`config.mk`:
```
export PLATFORM = sky130hd
export DESIGN_NAME = rr_tlb
export DESIGN_NICKNAME = d
export VERILOG_FILES = /design/src/rtl/rr_tlb_pkg.sv /design/src/rtl/rr_tlb_ptr.sv /design/src/rtl/rr_tlb_store.sv /design/src/rtl/rr_tlb_sel.sv /design/src/rtl/rr_tlb.sv
export SDC_FILE = /design/constraint.sdc
export NUM_CORES = 2
export LEC_CHECK = 0
export BUFFER_PORTS_ARGS = -buffer_cell sky130_fd_sc_hd__buf_2
export CAP_MARGIN = 10
export CORE_ASPECT_RATIO = 2
export CORE_MARGIN = 3
export CORE_UTILIZATION = 35
export DETAILED_ROUTE_END_ITERATION = 10
export GPL_ROUTABILITY_DRIVEN = 0
export PLACE_DENSITY = 0.46
export SLEW_MARGIN = 20
export SYNTH_ARGS = -nofsm -noshare
export SYNTH_HDL_FRONTEND = slang
export SYNTH_SLANG_ARGS = --single-unit
```
`constraint.sdc`:
```
create_clock -name clk -period 5.1 [get_ports clk]
set_input_delay 1.02 -clock clk [delete_from_list [all_inputs] [get_ports clk]]
set_output_delay 1.02 -clock clk [all_outputs]
set_load 0.01 [all_outputs]
```
`src/rtl/rr_tlb_pkg.sv`:
```
package rr_tlb_pkg;
  typedef enum logic [1:0] {
    PG_SMALL = 2'd0,
    PG_LARGE = 2'd1,
    PG_SEG   = 2'd2,
    PG_RSVD  = 2'd3
  } pg_size_e;
endpackage

```
`src/rtl/rr_tlb_ptr.sv`:
```
module rr_tlb_ptr #(
  parameter int ENTRIES = 32,
  localparam int IDX_W  = $clog2(ENTRIES)
) (
  input  logic             clk,
  input  logic             rst,
  input  logic             adv,
  output logic [IDX_W-1:0] ptr
);
  localparam logic [IDX_W-1:0] LAST = IDX_W'(ENTRIES - 1);

  always_ff @(posedge clk) begin
    if (rst) begin
      ptr <= '0;
    end else if (adv) begin
      ptr <= (ptr == LAST) ? '0 : ptr + 1'b1;
    end
  end

  // every accepted refill moves the pointer
  a_r8_ptr_moves: assert property (@(posedge clk) disable iff (rst)
    adv |=> ptr != $past(ptr));
  // no refill, no movement
  a_r8_ptr_holds: assert property (@(posedge clk) disable iff (rst)
    !adv |=> $stable(ptr));
endmodule

```
`src/rtl/rr_tlb_store.sv`:
```
module rr_tlb_store
  import rr_tlb_pkg::*;
#(
  parameter int ENTRIES     = 32,
  parameter int VPN_W       = 20,
  parameter int PFN_W       = 20,
  parameter int ATTR_W      = 8,
  parameter int LG_BITS     = 4,
  parameter int SG_BITS     = 8,
  localparam int IDX_W      = $clog2(ENTRIES)
) (
  input  logic                             clk,
  input  logic                             rst,
  input  logic                             wr_en,
  input  logic [IDX_W-1:0]                 wr_idx,
  input  logic [VPN_W-1:0]                 wr_vpn,
  input  logic [PFN_W-1:0]                 wr_pfn,
  input  logic [1:0]                       wr_size,
  input  logic [ATTR_W-1:0]                wr_attr,
  input  logic                             inv_all,
  input  logic [VPN_W-1:0]                 lk_vpn,
  output logic [ENTRIES-1:0]               hit_vec,
  output logic [ENTRIES-1:0][PFN_W-1:0]    pfn_all,
  output logic [ENTRIES-1:0][1:0]          size_all,
  output logic [ENTRIES-1:0][ATTR_W-1:0]   attr_all
);
  localparam logic [VPN_W-1:0] MASK_LG = {VPN_W{1'b1}} << LG_BITS;
  localparam logic [VPN_W-1:0] MASK_SG = {VPN_W{1'b1}} << SG_BITS;

  logic [ENTRIES-1:0] valid_q;
  logic [VPN_W-1:0]   tag_q  [ENTRIES];
  logic [PFN_W-1:0]   pfn_q  [ENTRIES];
  logic [1:0]         size_q [ENTRIES];
  logic [ATTR_W-1:0]  attr_q [ENTRIES];

  always_ff @(posedge clk) begin
    if (rst || inv_all) begin
      valid_q <= '0;
    end else if (wr_en) begin
      valid_q[wr_idx] <= 1'b1;
    end
  end

  // payload carries no reset, written like a RAM
  always_ff @(posedge clk) begin
    if (wr_en) begin
      tag_q[wr_idx]  <= wr_vpn;
      pfn_q[wr_idx]  <= wr_pfn;
      size_q[wr_idx] <= wr_size;
      attr_q[wr_idx] <= wr_attr;
    end
  end

  for (genvar g = 0; g < ENTRIES; g++) begin : g_ent
    logic [VPN_W-1:0] cmp_mask;
    always_comb begin
      case (pg_size_e'(size_q[g]))
        PG_LARGE: cmp_mask = MASK_LG;
        PG_SEG:   cmp_mask = MASK_SG;
        default:  cmp_mask = {VPN_W{1'b1}};
      endcase
      hit_vec[g] = valid_q[g] && ((lk_vpn & cmp_mask) == (tag_q[g] & cmp_mask));
    end
    assign pfn_all[g]  = pfn_q[g];
    assign size_all[g] = size_q[g];
    assign attr_all[g] = attr_q[g];
  end

  // correct software never leaves overlapping mappings
  a_r7_one_match: assert property (@(posedge clk) disable iff (rst)
    $onehot0(hit_vec));
endmodule

```
`src/rtl/rr_tlb_sel.sv`:
```
module rr_tlb_sel
  import rr_tlb_pkg::*;
#(
  parameter int ENTRIES = 32,
  parameter int VPN_W   = 20,
  parameter int PFN_W   = 20,
  parameter int ATTR_W  = 8,
  parameter int LG_BITS = 4,
  parameter int SG_BITS = 8
) (
  input  logic [ENTRIES-1:0]             hit_vec,
  input  logic [ENTRIES-1:0][PFN_W-1:0]  pfn_all,
  input  logic [ENTRIES-1:0][1:0]        size_all,
  input  logic [ENTRIES-1:0][ATTR_W-1:0] attr_all,
  input  logic [VPN_W-1:0]               lk_vpn,
  output logic                           any_hit,
  output logic [PFN_W-1:0]               out_pfn,
  output logic [ATTR_W-1:0]              out_attr
);
  localparam logic [PFN_W-1:0] PMASK_LG = {PFN_W{1'b1}} << LG_BITS;
  localparam logic [PFN_W-1:0] PMASK_SG = {PFN_W{1'b1}} << SG_BITS;

  logic [PFN_W-1:0]  sel_pfn;
  logic [1:0]        sel_size;
  logic [PFN_W-1:0]  keep_mask;
  logic [PFN_W-1:0]  va_part;

  // AND-OR select of the raw fields, merge done once afterwards
  always_comb begin
    sel_pfn  = '0;
    sel_size = '0;
    out_attr = '0;
    for (int i = 0; i < ENTRIES; i++) begin
      sel_pfn  |= {PFN_W{hit_vec[i]}}  & pfn_all[i];
      sel_size |= {2{hit_vec[i]}}      & size_all[i];
      out_attr |= {ATTR_W{hit_vec[i]}} & attr_all[i];
    end
  end

  always_comb begin
    case (pg_size_e'(sel_size))
      PG_LARGE: keep_mask = PMASK_LG;
      PG_SEG:   keep_mask = PMASK_SG;
      default:  keep_mask = {PFN_W{1'b1}};
    endcase
    va_part = PFN_W'(lk_vpn[SG_BITS-1:0]);
    out_pfn = (sel_pfn & keep_mask) | (va_part & ~keep_mask);
  end

  assign any_hit = |hit_vec;
endmodule

```
`src/rtl/rr_tlb.sv`:
```
module rr_tlb #(
  parameter int ENTRIES     = 32,
  parameter int VA_W        = 32,
  parameter int PA_W        = 32,
  parameter int ATTR_W      = 8,
  parameter int SMALL_SHIFT = 12,
  parameter int LARGE_SHIFT = 16,
  parameter int SEG_SHIFT   = 20,
  localparam int VPN_W      = VA_W - SMALL_SHIFT,
  localparam int PFN_W      = PA_W - SMALL_SHIFT
) (
  input  logic              clk,
  input  logic              rst,
  input  logic              lk_valid,
  input  logic [VA_W-1:0]   lk_va,
  input  logic              rf_valid,
  input  logic [VPN_W-1:0]  rf_vpn,
  input  logic [PFN_W-1:0]  rf_pfn,
  input  logic [1:0]        rf_size,
  input  logic [ATTR_W-1:0] rf_attr,
  input  logic              inv_all,
  output logic              res_valid,
  output logic              res_hit,
  output logic [PA_W-1:0]   res_pa,
  output logic [ATTR_W-1:0] res_attr
);
  localparam int IDX_W   = $clog2(ENTRIES);
  localparam int LG_BITS = LARGE_SHIFT - SMALL_SHIFT;
  localparam int SG_BITS = SEG_SHIFT - SMALL_SHIFT;

  logic                           wr_go;
  logic [IDX_W-1:0]               victim;
  logic [VPN_W-1:0]               lk_vpn;
  logic [ENTRIES-1:0]             hit_vec;
  logic [ENTRIES-1:0][PFN_W-1:0]  pfn_all;
  logic [ENTRIES-1:0][1:0]        size_all;
  logic [ENTRIES-1:0][ATTR_W-1:0] attr_all;
  logic                           sel_hit;
  logic [PFN_W-1:0]               sel_pfn;
  logic [ATTR_W-1:0]              sel_attr;

  assign wr_go  = rf_valid && !inv_all;
  assign lk_vpn = lk_va[VA_W-1:SMALL_SHIFT];

  rr_tlb_ptr #(.ENTRIES(ENTRIES)) u_ptr (
    .clk (clk),
    .rst (rst),
    .adv (wr_go),
    .ptr (victim)
  );

  rr_tlb_store #(
    .ENTRIES(ENTRIES), .VPN_W(VPN_W), .PFN_W(PFN_W), .ATTR_W(ATTR_W),
    .LG_BITS(LG_BITS), .SG_BITS(SG_BITS)
  ) u_store (
    .clk      (clk),
    .rst      (rst),
    .wr_en    (wr_go),
    .wr_idx   (victim),
    .wr_vpn   (rf_vpn),
    .wr_pfn   (rf_pfn),
    .wr_size  (rf_size),
    .wr_attr  (rf_attr),
    .inv_all  (inv_all),
    .lk_vpn   (lk_vpn),
    .hit_vec  (hit_vec),
    .pfn_all  (pfn_all),
    .size_all (size_all),
    .attr_all (attr_all)
  );

  rr_tlb_sel #(
    .ENTRIES(ENTRIES), .VPN_W(VPN_W), .PFN_W(PFN_W), .ATTR_W(ATTR_W),
    .LG_BITS(LG_BITS), .SG_BITS(SG_BITS)
  ) u_sel (
    .hit_vec  (hit_vec),
    .pfn_all  (pfn_all),
    .size_all (size_all),
    .attr_all (attr_all),
    .lk_vpn   (lk_vpn),
    .any_hit  (sel_hit),
    .out_pfn  (sel_pfn),
    .out_attr (sel_attr)
  );

  always_ff @(posedge clk) begin
    if (rst) begin
      res_valid <= 1'b0;
      res_hit   <= 1'b0;
      res_pa    <= '0;
      res_attr  <= '0;
    end else begin
      res_valid <= lk_valid;
      res_hit   <= lk_valid && sel_hit;
      if (lk_valid) begin
        res_pa   <= {sel_pfn, lk_va[SMALL_SHIFT-1:0]};
        res_attr <= sel_attr;
      end
    end
  end

  a_r5_valid_follows: assert property (@(posedge clk) disable iff (rst)
    1'b1 |=> res_valid == $past(lk_valid));
  a_r7_hit_needs_valid: assert property (@(posedge clk) disable iff (rst)
    res_hit |-> res_valid);
  a_r9_inv_clears: assert property (@(posedge clk) disable iff (rst)
    inv_all |=> !sel_hit);
  a_r10_inv_blocks_fill: assert property (@(posedge clk) disable iff (rst)
    inv_all |=> $stable(victim));
endmodule

```
==> qor.yml <==
pwr:
  p_int_uw: 22400
  sw_frac_of_total_pct: 22.3
  worst_ir_drop_vdd_mv: 0.214
  clkPwrFrac_pct: 43.1
  power-per-cell-area_mw_per_mm2: 349
  netSwitchingPower_uw: 6430
  leakagePower_uw: 0.0261
  seqPwrFrac_pct: 52.6
  combPwrFrac_pct: 4.4
synth:
  synth_edf_count: 1600
  yosysTopAreaCell: "edfxtp_1"
  ys_ff_latch: 1679
  syn_area_mm2: 0.0697
  ys_seq_area_share_pct: 71.2
  yosysWarningCount: 0
  syn-num-nets: 4495
  netlist.area_leader.share_pct: 68.9
  synthFlopType: "edfxtp_1"
  yosys-top-cells-area: "edfxtp_1 69%, xnor2_1 5.7%, xor2_1 2.4%"
  synth_async_sr_flop_share_pct: 0
  syn_area_per_cell_um2: 16.0
  netlist-cell-type-count: 68
  syn_inst: 4370
clocking:
  cts_buffers: 166
  insertion_delay_ns: 0.86
  postCtsSetupRepairBufs: 0
  cts_sinks: 1679
  cts_tree: "done"
  h-tree-depth: 4
  postCtsHoldBufs: 0
  root_buffer: "clkbuf_16"
  clock_path_buffers: 4
  clk_pin_slew_ns: 0.07
  post_cts_resize_count: 0
place:
  post_dp_cell_area_mm2: 0.0773
  port-buffer-count: 128
  dp_hpwl_mm: 232
  dp.cells: 7332
hold_path:
  hold_class: "primary input to flop"
  hold_path_end: "res_pa[7]"
  hold_depth: 3
  min_from: "lk_va[7]"
route:
  vias: 45500
  route.detailed.drc: 0
  ant_nets: 0
  viasPerCell: 5.95
  routedWlPerCell_um: 41.8
  firstDrtPassIters: 5
  totalWireLength_mm: 320
  drt_iter0_markers: 4845
sta:
  slew_headroom_pct: 19.1
  final_max_slew_viol_count: 0
  finalSetupViolCount: 0
  hold-worst-slack_ns: 0.402
  fin_crit_sh_pct: 84.0
  tightest_slew_ns: 1.20
  max_freq_mhz: 234
  tns_ns: 0
  period_needed_ns: 4.28
  fin_skew_ns: 0.0756
  final_hold_viol_count: 0
  rsz0062_at_grt: "no"
worst_setup_path:
  rr_worst_depth: 11
  crit_type: "primary input to flop"
  r2r_slack_ns: 1.02
  endpoint_kind: "flop"
  reg2reg_to: "res_pa[16]"
  critPathRequiredTime_ns: 5.87
  start_kind: "primary input"
  reg2reg_from: "u_store.tag_q[23][2]"
  crit_arrival_ns: 5.05
  cp_max_fo: 33
flow_run:
  max_cap_viol_count: 0
floorplanning:
  rows: 231
  fp.coreArea_mm2: 0.198
  initial_core_util_pct: 35.2
  die_w_um: 322
  fp.dieH_um: 637
  dieArea_mm2: 0.205
  io_pins: 129
final_layout:
  finalNonFillerCells: 7643
  final_nets: 5063
  fillCellCount: 18000
  syn2layout_area_growth_pct: 18.4
  drive_gt1_share_pct: 19.5
  final_common_cell: "edfxtp_1"
  design_area_mm2: 0.0826
  layout_common_cells: "1600 x edfxtp_1, 450 x xnor2_1, 403 x buf_4"
global_routing:
  overflow: 0
  grt_pass1_vias: 45300
  grt_max_degree: 52
  grt_antenna_before_repair: 11
  grt_pass1_wl_mm: 417
  track_usage_pct: 30.8
outcome:
  outcome: "completed"
-- how the worst max path moves through the flow --
stage	start	endpoint	slack, ns	depth (start not counted)
floorplan	lk_va[15]	res_pa[12]	0.90	19
global placement	lk_va[18]	res_pa[15]	-0.04	17
detailed placement	lk_va[18]	res_pa[15]	-0.06	17
CTS	lk_va[18]	res_pa[15]	0.84	17
global route	lk_va[15]	res_pa[17]	0.68	15
finish	lk_va[14]	res_pa[16]	0.82	13
-- power groups by stage --
stage	clock [uW]	combinational (uW)	sequential [uW]
finish	12400	1260	15100
global route	13000	1310	15100
CTS	12600	1260	15100
detailed placement	0	1260	15400
global placement	0	1250	15400
floorplan	0	525	15400
-- layer usage --
layer | vias to the layer above | GRT usage [%] | wire, um
met5 | - | 0 | 47
met4 | 8 | 29.4 | 38100
met3 | 837 | 4.81 | 18000
met2 | 2265 | 53.9 | 162000
met1 | 23700 | 30.7 | 102000
li1 | 18700 | - | -
-- stage by stage --
step	util [%]	power [uW]	setup WS [ns]
detailed placement	39.0	16700	-0.0573
floorplan	-	16000	0.902
global placement	39.0	16700	-0.0399
finish	41.7	28800	0.818
CTS	41.7	29000	0.842
global route	41.7	29500	0.685
-- Yosys cell counts (59+ instances only) --
cell type,instances
edfxtp_1,1600
xnor2_1,450
nand2_1,203
xor2_1,194
nor4_1,172
nand4_1,157
nor4b_1,141
nor2_1,119
a221oi_1,114
a22o_1,98
and3_1,84
a22oi_1,80
dfxtp_1,79
clkbuf_1,70
a32oi_1,66
and4_1,59
-- cell type report --
class,count,area (um^2),share of cell area (%)
clock buffers,218,4530,5.49
well taps,2563,3210,3.88
inverters,50,188,0.227
multi-input cells,2451,19400,23.5
clock inverters,70,717,0.868
diodes,22,55.1,0.0667
repair buffers,590,4880,5.91
flip-flops and latches,1679,49600,60.1
-- registers in the layout, summed over array words and instances, names as in the netlist --
register	cells
res_attr	8
res_hit	1
res_pa	32
res_valid	1
u_ptr.ptr	5
u_store.attr_q	256
u_store.pfn_q	640
u_store.size_q	64
u_store.tag_q	640
u_store.valid_q	32
-- cell families (layout without fill, tap and decap cells) --
group	count (synthesis)	after routing	share of synthesized area (%)
AOI/OAI and AO/OA	556	556	7.10
xor gates and xnor gates	644	644	8.09
adders and majority gates	38	38	0.682
buffers and inverters	240	928	1.87
DFF	1679	1679	71.2
muxes	12	12	0.172
other	0	22	0
and+or+nand+nor	1201	1201	10.9
-- critical path, stage by stage --
cell,delay [ns]
buf_2,0.10
buf_12,0.25
xor2_1,0.17
o41ai_4,0.87
buf_4,0.31
nand2b_1,0.24
nor4_1,0.98
buf_4,0.25
a22o_1,0.13
a221oi_1,0.06
and3_1,0.24
buf_12,0.16
a211oi_2,0.19
No activity file was read; power rests on OpenSTA's default activity.
